## config.mk

```make
export PLATFORM = sky130hd
export DESIGN_NAME = area_bus_ctrl
export DESIGN_NICKNAME = d
export VERILOG_FILES = /design/src/rtl/abc_pkg.sv /design/src/rtl/abc_area_decode.sv /design/src/rtl/abc_cycle_timer.sv /design/src/rtl/abc_lane_mux.sv /design/src/rtl/area_bus_ctrl.sv
export SDC_FILE = /design/constraint.sdc
export NUM_CORES = 1
export LEC_CHECK = 0
export ABC_CLOCK_PERIOD_IN_PS = 3500
export BUFFER_PORTS_ARGS = -buffer_cell sky130_fd_sc_hd__buf_2
export CAP_MARGIN = 20
export CORE_MARGIN = 2
export CORE_UTILIZATION = 49
export CTS_CLUSTER_DIAMETER = 40
export DETAILED_ROUTE_END_ITERATION = 8
export GPL_TIMING_DRIVEN = 0
export HOLD_SLACK_MARGIN = 0.15
export PLACE_DENSITY = 0.8
export SLEW_MARGIN = 25
export SYNTH_ARGS = -nofsm -noshare
export SYNTH_HDL_FRONTEND = slang
export SYNTH_SLANG_ARGS = --single-unit
```

## constraint.sdc

```tcl
create_clock -name clk -period 3.5 [get_ports clk]
set_input_delay 0.7 -clock clk [delete_from_list [all_inputs] [get_ports clk]]
set_output_delay 0.7 -clock clk [all_outputs]
set_load 0.1 [all_outputs]
```

## src/rtl/abc_pkg.sv

```systemverilog
// Shared types for the area-based external bus controller.
// Assumes a 16-bit external data bus made of two byte lanes.
package abc_pkg;

    // Which external data lanes a bus cycle uses.
    typedef enum logic [1:0] {
        LANE_NONE = 2'd0,
        LANE_HI   = 2'd1,
        LANE_LO   = 2'd2,
        LANE_BOTH = 2'd3
    } lane_e;

    localparam int unsigned BYTE_W = 8;
    localparam int unsigned BUS_W  = 2 * BYTE_W;

endpackage

```

## src/rtl/abc_area_decode.sv

```systemverilog
// Address decoder: selects one of 2**AREA_BITS areas from the top bits
// of the active address width, masks unused upper bits in the narrow
// space, and forces word accesses to the even address.
// Assumes NARROW_AW > AREA_BITS and NARROW_AW < ADDR_W.
module abc_area_decode #(
    parameter int unsigned ADDR_W    = 24,
    parameter int unsigned NARROW_AW = 20,
    parameter int unsigned AREA_BITS = 3
) (
    input  logic [ADDR_W-1:0]    addr,
    input  logic                 narrow,
    input  logic                 word,
    output logic [AREA_BITS-1:0] area,
    output logic [ADDR_W-1:0]    eff_addr
);

    // Area index and effective address from the raw request address.
    always_comb begin
        eff_addr = addr;
        if (narrow) begin
            eff_addr[ADDR_W-1:NARROW_AW] = '0;
        end
        if (word) begin
            eff_addr[0] = 1'b0;
        end
        area = narrow ? addr[NARROW_AW-1 -: AREA_BITS]
                      : addr[ADDR_W-1 -: AREA_BITS];
    end

endmodule

```

## src/rtl/abc_cycle_timer.sv

```systemverilog
// Bus-cycle state sequencer: T1, T2, the programmed wait states, then an
// optional T3. When the pin is enabled, the final programmed wait state
// repeats while the external wait input is low.
// Assumes three/waits/pin_en stay stable while a cycle runs.
module abc_cycle_timer #(
    parameter int unsigned WAIT_W = 2
) (
    input  logic              clk,
    input  logic              rst_n,
    input  logic              start,
    input  logic              three,
    input  logic [WAIT_W-1:0] waits,
    input  logic              pin_en,
    input  logic              wait_n,
    output logic              run,
    output logic              first,
    output logic              last
);

    localparam int unsigned CNT_W = WAIT_W + 2;

    logic [CNT_W-1:0] cnt;
    logic [CNT_W-1:0] final_idx;
    logic [CNT_W-1:0] tw_idx;
    logic             stall;

    // Position of the last programmed wait state and of the final state.
    always_comb begin
        tw_idx    = CNT_W'(waits) + CNT_W'(1);
        final_idx = CNT_W'(waits) + CNT_W'(three) + CNT_W'(1);
        stall     = run && pin_en && (waits != '0) && (cnt == tw_idx) && !wait_n;
        last      = run && !stall && (cnt == final_idx);
        first     = run && (cnt == '0);
    end

    // State counter: restart on start, stop after the final state, hold on stall.
    always_ff @(posedge clk) begin
        if (!rst_n) begin
            run <= 1'b0;
            cnt <= '0;
        end else if (start) begin
            run <= 1'b1;
            cnt <= '0;
        end else if (last) begin
            run <= 1'b0;
        end else if (run && !stall) begin
            cnt <= cnt + CNT_W'(1);
        end
    end

    p_cnt_in_range_r3: assert property (@(posedge clk) disable iff (!rst_n)
        run |-> (cnt <= final_idx));

    p_start_gives_t1_r3: assert property (@(posedge clk) disable iff (!rst_n)
        start |=> first);

    p_stall_holds_r8: assert property (@(posedge clk) disable iff (!rst_n)
        (run && pin_en && (waits != '0) && (cnt == tw_idx) && !wait_n && !start)
        |=> (run && $stable(cnt)));

endmodule

```

## src/rtl/abc_lane_mux.sv

```systemverilog
// Byte-lane steering: picks the data lanes for the current byte or word
// cycle, places write data on them, and selects the read byte.
// Assumes an 8-bit area always uses the high lane.
module abc_lane_mux
    import abc_pkg::*;
(
    input  logic              wide,
    input  logic              word,
    input  logic              addr0,
    input  logic              second,
    input  logic [BUS_W-1:0]  wdata,
    input  logic [BUS_W-1:0]  din,
    output lane_e             lane,
    output logic [BUS_W-1:0]  dout,
    output logic [BYTE_W-1:0] rbyte
);

    // Lane selection and data placement for each width/size case.
    always_comb begin
        if (!wide) begin
            lane  = LANE_HI;
            dout  = {(word && !second) ? wdata[BUS_W-1:BYTE_W] : wdata[BYTE_W-1:0],
                     {BYTE_W{1'b0}}};
            rbyte = din[BUS_W-1:BYTE_W];
        end else if (word) begin
            lane  = LANE_BOTH;
            dout  = wdata;
            rbyte = din[BYTE_W-1:0];
        end else if (addr0) begin
            lane  = LANE_LO;
            dout  = {{BYTE_W{1'b0}}, wdata[BYTE_W-1:0]};
            rbyte = din[BYTE_W-1:0];
        end else begin
            lane  = LANE_HI;
            dout  = {wdata[BYTE_W-1:0], {BYTE_W{1'b0}}};
            rbyte = din[BUS_W-1:BYTE_W];
        end
    end

endmodule

```

## src/rtl/area_bus_ctrl.sv

```systemverilog
// Area-based external bus controller (top). Latches an accepted request
// with the settings of its area, runs one or two bus cycles through the
// cycle timer, drives chip select, strobes and lanes, and returns read
// data with a one-clock done pulse.
// Assumes requests are only meaningful while idle; others are dropped.
module area_bus_ctrl
    import abc_pkg::*;
#(
    parameter int unsigned ADDR_W    = 24,
    parameter int unsigned NARROW_AW = 20,
    parameter int unsigned AREA_BITS = 3,
    parameter int unsigned WAIT_W    = 2,
    localparam int unsigned NAREA    = 1 << AREA_BITS
) (
    input  logic                    clk,
    input  logic                    rst_n,
    input  logic                    req,
    input  logic [ADDR_W-1:0]       req_addr,
    input  logic                    req_wr,
    input  logic                    req_word,
    input  logic [15:0]             req_wdata,
    output logic [15:0]             rsp_rdata,
    output logic                    rsp_done,
    input  logic                    cfg_narrow_space,
    input  logic                    cfg_wait_pin,
    input  logic [NAREA-1:0]        cfg_wide,
    input  logic [NAREA-1:0]        cfg_three,
    input  logic [NAREA*WAIT_W-1:0] cfg_waits,
    output logic [ADDR_W-1:0]       bus_addr,
    output logic [NAREA-1:0]        bus_cs_n,
    output logic                    bus_rd_n,
    output logic                    bus_wrh_n,
    output logic                    bus_wrl_n,
    output logic [15:0]             bus_dout,
    input  logic [15:0]             bus_din,
    input  logic                    bus_wait_n
);

    logic [AREA_BITS-1:0] area_d;
    logic [ADDR_W-1:0]    eff_d;

    logic [ADDR_W-1:0]    a_q;
    logic [AREA_BITS-1:0] area_q;
    logic                 wr_q;
    logic                 word_q;
    logic [BUS_W-1:0]     wdata_q;
    logic                 wide_q;
    logic                 three_q;
    logic [WAIT_W-1:0]    waits_q;
    logic                 pin_q;
    logic                 second_q;
    logic [BYTE_W-1:0]    hi_q;
    logic [BUS_W-1:0]     rdata_q;
    logic                 done_q;

    logic                 run;
    logic                 tm_first;
    logic                 tm_last;
    logic                 accept;
    logic                 split;
    logic                 more;
    logic                 tm_start;
    logic                 strobe_on;
    lane_e                lane;
    logic [BUS_W-1:0]     lane_dout;
    logic [BYTE_W-1:0]    rbyte;
    logic [ADDR_W-1:0]    cur_addr;

    abc_area_decode #(
        .ADDR_W    (ADDR_W),
        .NARROW_AW (NARROW_AW),
        .AREA_BITS (AREA_BITS)
    ) u_decode (
        .addr     (req_addr),
        .narrow   (cfg_narrow_space),
        .word     (req_word),
        .area     (area_d),
        .eff_addr (eff_d)
    );

    // Sequencing controls: accept, split continuation and timer restart.
    always_comb begin
        accept   = req && !run;
        split    = word_q && !wide_q;
        more     = tm_last && split && !second_q;
        tm_start = accept || more;
    end

    abc_cycle_timer #(
        .WAIT_W (WAIT_W)
    ) u_timer (
        .clk    (clk),
        .rst_n  (rst_n),
        .start  (tm_start),
        .three  (three_q),
        .waits  (waits_q),
        .pin_en (pin_q),
        .wait_n (bus_wait_n),
        .run    (run),
        .first  (tm_first),
        .last   (tm_last)
    );

    abc_lane_mux u_lanes (
        .wide   (wide_q),
        .word   (word_q),
        .addr0  (a_q[0]),
        .second (second_q),
        .wdata  (wdata_q),
        .din    (bus_din),
        .lane   (lane),
        .dout   (lane_dout),
        .rbyte  (rbyte)
    );

    // Request latch: capture address, command and area settings on accept.
    always_ff @(posedge clk) begin
        if (!rst_n) begin
            a_q      <= '0;
            area_q   <= '0;
            wr_q     <= 1'b0;
            word_q   <= 1'b0;
            wdata_q  <= '0;
            wide_q   <= 1'b0;
            three_q  <= 1'b0;
            waits_q  <= '0;
            pin_q    <= 1'b0;
            second_q <= 1'b0;
        end else if (accept) begin
            a_q      <= eff_d;
            area_q   <= area_d;
            wr_q     <= req_wr;
            word_q   <= req_word;
            wdata_q  <= req_wdata;
            wide_q   <= cfg_wide[area_d];
            three_q  <= cfg_three[area_d];
            waits_q  <= cfg_waits[area_d*WAIT_W +: WAIT_W];
            pin_q    <= cfg_wait_pin;
            second_q <= 1'b0;
        end else if (more) begin
            second_q <= 1'b1;
        end
    end

    // Read capture and completion pulse at the final bus state.
    always_ff @(posedge clk) begin
        if (!rst_n) begin
            hi_q    <= '0;
            rdata_q <= '0;
            done_q  <= 1'b0;
        end else begin
            done_q <= tm_last && !more;
            if (tm_last && !wr_q) begin
                if (more) begin
                    hi_q <= rbyte;
                end else if (split) begin
                    rdata_q <= {hi_q, rbyte};
                end else if (word_q) begin
                    rdata_q <= bus_din;
                end else begin
                    rdata_q <= {{BYTE_W{1'b0}}, rbyte};
                end
            end
        end
    end

    // External address, strobes and data lanes from the running cycle.
    always_comb begin
        cur_addr  = a_q | ADDR_W'(second_q);
        bus_addr  = run ? cur_addr : '0;
        strobe_on = run && !tm_first;
        bus_rd_n  = !(strobe_on && !wr_q);
        bus_wrh_n = !(strobe_on && wr_q && (lane == LANE_HI || lane == LANE_BOTH));
        bus_wrl_n = !(strobe_on && wr_q && (lane == LANE_LO || lane == LANE_BOTH));
        bus_dout  = (run && wr_q) ? lane_dout : '0;
        rsp_rdata = rdata_q;
        rsp_done  = done_q;
    end

    // One chip select per area, active while that area's access runs.
    for (genvar k = 0; k < NAREA; k++) begin : g_cs
        assign bus_cs_n[k] = !(run && (area_q == AREA_BITS'(k)));
    end

    p_strobe_has_cs_r2: assert property (@(posedge clk) disable iff (!rst_n)
        (!bus_rd_n || !bus_wrh_n || !bus_wrl_n) |-> (bus_cs_n != '1));

    p_rd_wr_apart_r4: assert property (@(posedge clk) disable iff (!rst_n)
        !(!bus_rd_n && (!bus_wrh_n || !bus_wrl_n)));

    p_narrow_no_low_lane_r6: assert property (@(posedge clk) disable iff (!rst_n)
        (run && !wide_q) |-> bus_wrl_n);

    p_done_one_clock_r10: assert property (@(posedge clk) disable iff (!rst_n)
        rsp_done |=> !rsp_done);

    p_busy_keeps_request_r11: assert property (@(posedge clk) disable iff (!rst_n)
        (run && !tm_last) |=> ($stable(a_q) && $stable(area_q) && $stable(wr_q)));

endmodule

```

==> flow_metrics.tcl <==
set metrics [dict create \
    status "complete, no violations" \
    finClkSkew_ps 6.755 \
    cts_buffers 9 \
    setup_violations 0 \
    vias_per_cell 5.250 \
    layout_common_cells "164 x buf_2, 112 x nand2_1, 81 x dfxtp_1" \
    synth_compound_area_share_pct 17.25 \
    cts_tree "yes" \
    num_vias 4032 \
    seq_area_frac_synth_pct 38.62 \
    syn_inst 486 \
    fin_setup_tns_ps 0 \
    crit_path_start_kind "flip-flop" \
    num_rows 33 \
    cts_num_sinks 81 \
    ys_seq_elements 81 \
    slowest_stage "o21ai_2" \
    drive_above_1_share_pct 30.62 \
    period_needed_ps 3280 \
    path_class "flip-flop to output port" \
    synthDistinctLibCells 45 \
    drv_slew 0 \
    final_common_cell "buf_2" \
    holdWs_ps 451.5 \
    synth_fa_ha_area_share_pct 2.265 \
    multi_input_area_mm2 0.002407 \
    htreeDepth 3 \
    max_stage_delay_ps 560 \
    core_mm2 0.008258 \
    hold_path_class "flip-flop to flip-flop" \
    netlist_area_mm2 0.004199 \
    die_w_um 96.57 \
    async_reset_ff_share_pct 0 \
    first_pass_iters 5 \
    die-area_mm2 0.009326 \
    antenna_found_initial 0 \
    clkLatencyLatePin_ps 360 \
    diodes 0 \
    wl_per_cell_um 15.07 \
    worst_slack_ps 220.5 \
    r2r_end "rsp_rdata[5]$_SDFFE_PN0P_" \
    p_per_area_mw_per_mm2 436.0 \
    cts_hold_buf 0 \
    cts_resized 0 \
    cts-root-buf "clkbuf_8" \
    synth.avg_cell_area_um2 8.640 \
    drtIter0Drc 147 \
    ant_nets 0 \
    crit_chain "clkbuf_1, o21ai_2, a21boi_2, a22oi_1, nor2_1, buf_2" \
    rr_worst_depth 9 \
    cp.arrival_ps 2580 \
    io_pins 164 \
    ys.flop_type "dfxtp_1" \
    clk_pin_slew_ps 80 \
    synth_xor_area_share_pct 2.294 \
    peakVddDrop_v 0.0002421 \
    num-fill-cells 719 \
    synth_warnings 0 \
    r2r_start "waits_q[0]$_SDFFE_PN0P_" \
    fmax_mhz 304.9 \
    tightest_slew_ps 940.1 \
    reg2reg_slack_ps 590 \
    initial_core_util_pct 50.85 \
    hpwl_mm 8.846 \
    routed_wl_mm 11.58 \
    cts_setup_buffers 0 \
    critPathCaptureType "output port" \
    synth_edf_count 0 \
    maxCapViolations 0 \
    grt_pass1_wl_mm 18.29 \
    cp_data_required_time_ps 2800 \
    p_leak_nw 2.452 \
    rsz0062_at_grt "no" \
    endpoint "bus_dout[14]" \
    hold_depth 2 \
    grt_pass1_vias 3930 \
    fin_nets 761 \
    portBuffers 161 \
    synth_nets 589 \
    synth-simple-area-share_pct 25.18 \
    place_ws_ps 392.1 \
    synth_top_family_by_area "simple AND/OR/NAND/NOR gates" \
    synthToLayoutAreaGrowth_pct 27.92 \
    fp.dieH_um 96.57 \
    regArea_mm2 0.001622 \
    finalHoldViolations 0 \
    finalCritPeriodShare_pct 93.70 \
    grt_usage_pct 25.38 \
    cts.path.max_buffers 2 \
    synthMuxAreaShare_pct 10.19 \
    worstSetupStartpoint "word_q$_SDFFE_PN0P_" \
    relSlewSlack_pct 35.54 \
    grt-ovfl-total 0 \
    finalPower_mw 2.342 \
    route.detailed.drc 0 \
    gp_congestion 0.8454 \
    worst-path-max-fanout 10 \
    grt_max_degree 14 \
]
[state kept, by name, summed over array words and instances, names as in the netlist, 2 cells and up]
signal,flops
rsp_rdata,16
u_timer.cnt,4
wdata_q,16
a_q,24
waits_q,2
area_q,3
hi_q,8
[cells by family (layout without fill, tap and decap cells)]
logic type,after synthesis,in the layout
muxes,31,31
buffers and inverters,44,221
AOI/OAI and AO/OA,96,96
DFF,81,81
and+or+nand+nor,216,216
adders and majority gates,7,7
xor gates and xnor gates,11,11
[how the worst min path moves through the flow]
| stage | end | slack, ps | startpoint |
|---|---|---|---|
| after floorplan | a_q[20]$_SDFFE_PN0P_ | 430 | a_q[20]$_SDFFE_PN0P_ |
| after global placement | a_q[9]$_SDFFE_PN0P_ | 440 | a_q[9]$_SDFFE_PN0P_ |
| after detailed placement | a_q[13]$_SDFFE_PN0P_ | 440 | a_q[13]$_SDFFE_PN0P_ |
| after CTS | a_q[13]$_SDFFE_PN0P_ | 450 | a_q[13]$_SDFFE_PN0P_ |
| after global routing | a_q[20]$_SDFFE_PN0P_ | 460 | a_q[20]$_SDFFE_PN0P_ |
| final | a_q[13]$_SDFFE_PN0P_ | 450 | a_q[13]$_SDFFE_PN0P_ |
[cell type report]
cell class                      count  share of cell area [%]
Multi-Input combinational cell    361                   44.82
Sequential cell                    81                   30.19
Timing Repair Buffer              161                   15.00
Clock buffer                       11                   2.819
Buffer                             32                   2.446
Tap cell                          105                   2.446
Clock inverter                      5                   1.444
Inverter                           12                  0.8386
[metal layers]
metal	wire (um)	GRT usage [%]	vias up
met1	4910	31.04	1888
met4	280	10.68	0
met3	825	6.129	26
met5	0	0	-
met2	5560	42.71	138
li1	-	-	1980
[metrics by stage]
step / instances / cell area (um^2) / utilization, %
after floorplan: 486 / 4199 / -
after global placement: 752 / 5136 / 62.20
after detailed placement: 752 / 5136 / 62.20
after CTS: 768 / 5365 / 64.97
after global routing: 768 / 5371 / 65.05
final: 768 / 5371 / 65.05
[synthesized netlist by cell type (2+ instances only)]
master,count,area (um^2)
nand2_1,112,420.4
dfxtp_1,81,1622
a21boi_1,56,420.4
and2_1,39,244.0
clkbuf_1,26,97.59
mux2i_1,18,180.2
nor2_1,18,67.56
nand3_1,13,65.06
a22oi_1,12,90.09
inv_1,12,45.04
nor2b_1,10,62.56
nand2b_1,9,56.30
mux4_2,8,180.2
o211a_1,8,80.08
o21ai_0,7,35.03
ha_1,6,75.07
xnor2_1,6,52.55
xor2_1,5,43.79
a21oi_1,4,20.02
mux2_2,4,45.04
nand3b_1,4,30.03
buf_2,3,15.01
buf_1,2,7.510
o21a_1,2,15.01
[critical path: cells and delay by family (launching register included)]
family                 cells  cell delay (ps)
flip-flops                 1              300
AO/OA/AOI/OAI              3             1220
AND/OR/NAND/NOR            1              120
buffers and inverters      2              600
[power by group]
part / leakage, nW / switching [mW] / internal (mW)
Sequential: 0.661 / 0.0341 / 0.972
Combinational: 1.68 / 0.371 / 0.181
Clock: 0.115 / 0.346 / 0.438
Total: 2.45 / 0.751 / 1.59
Note: power is estimated with default switching activity, not from simulation.
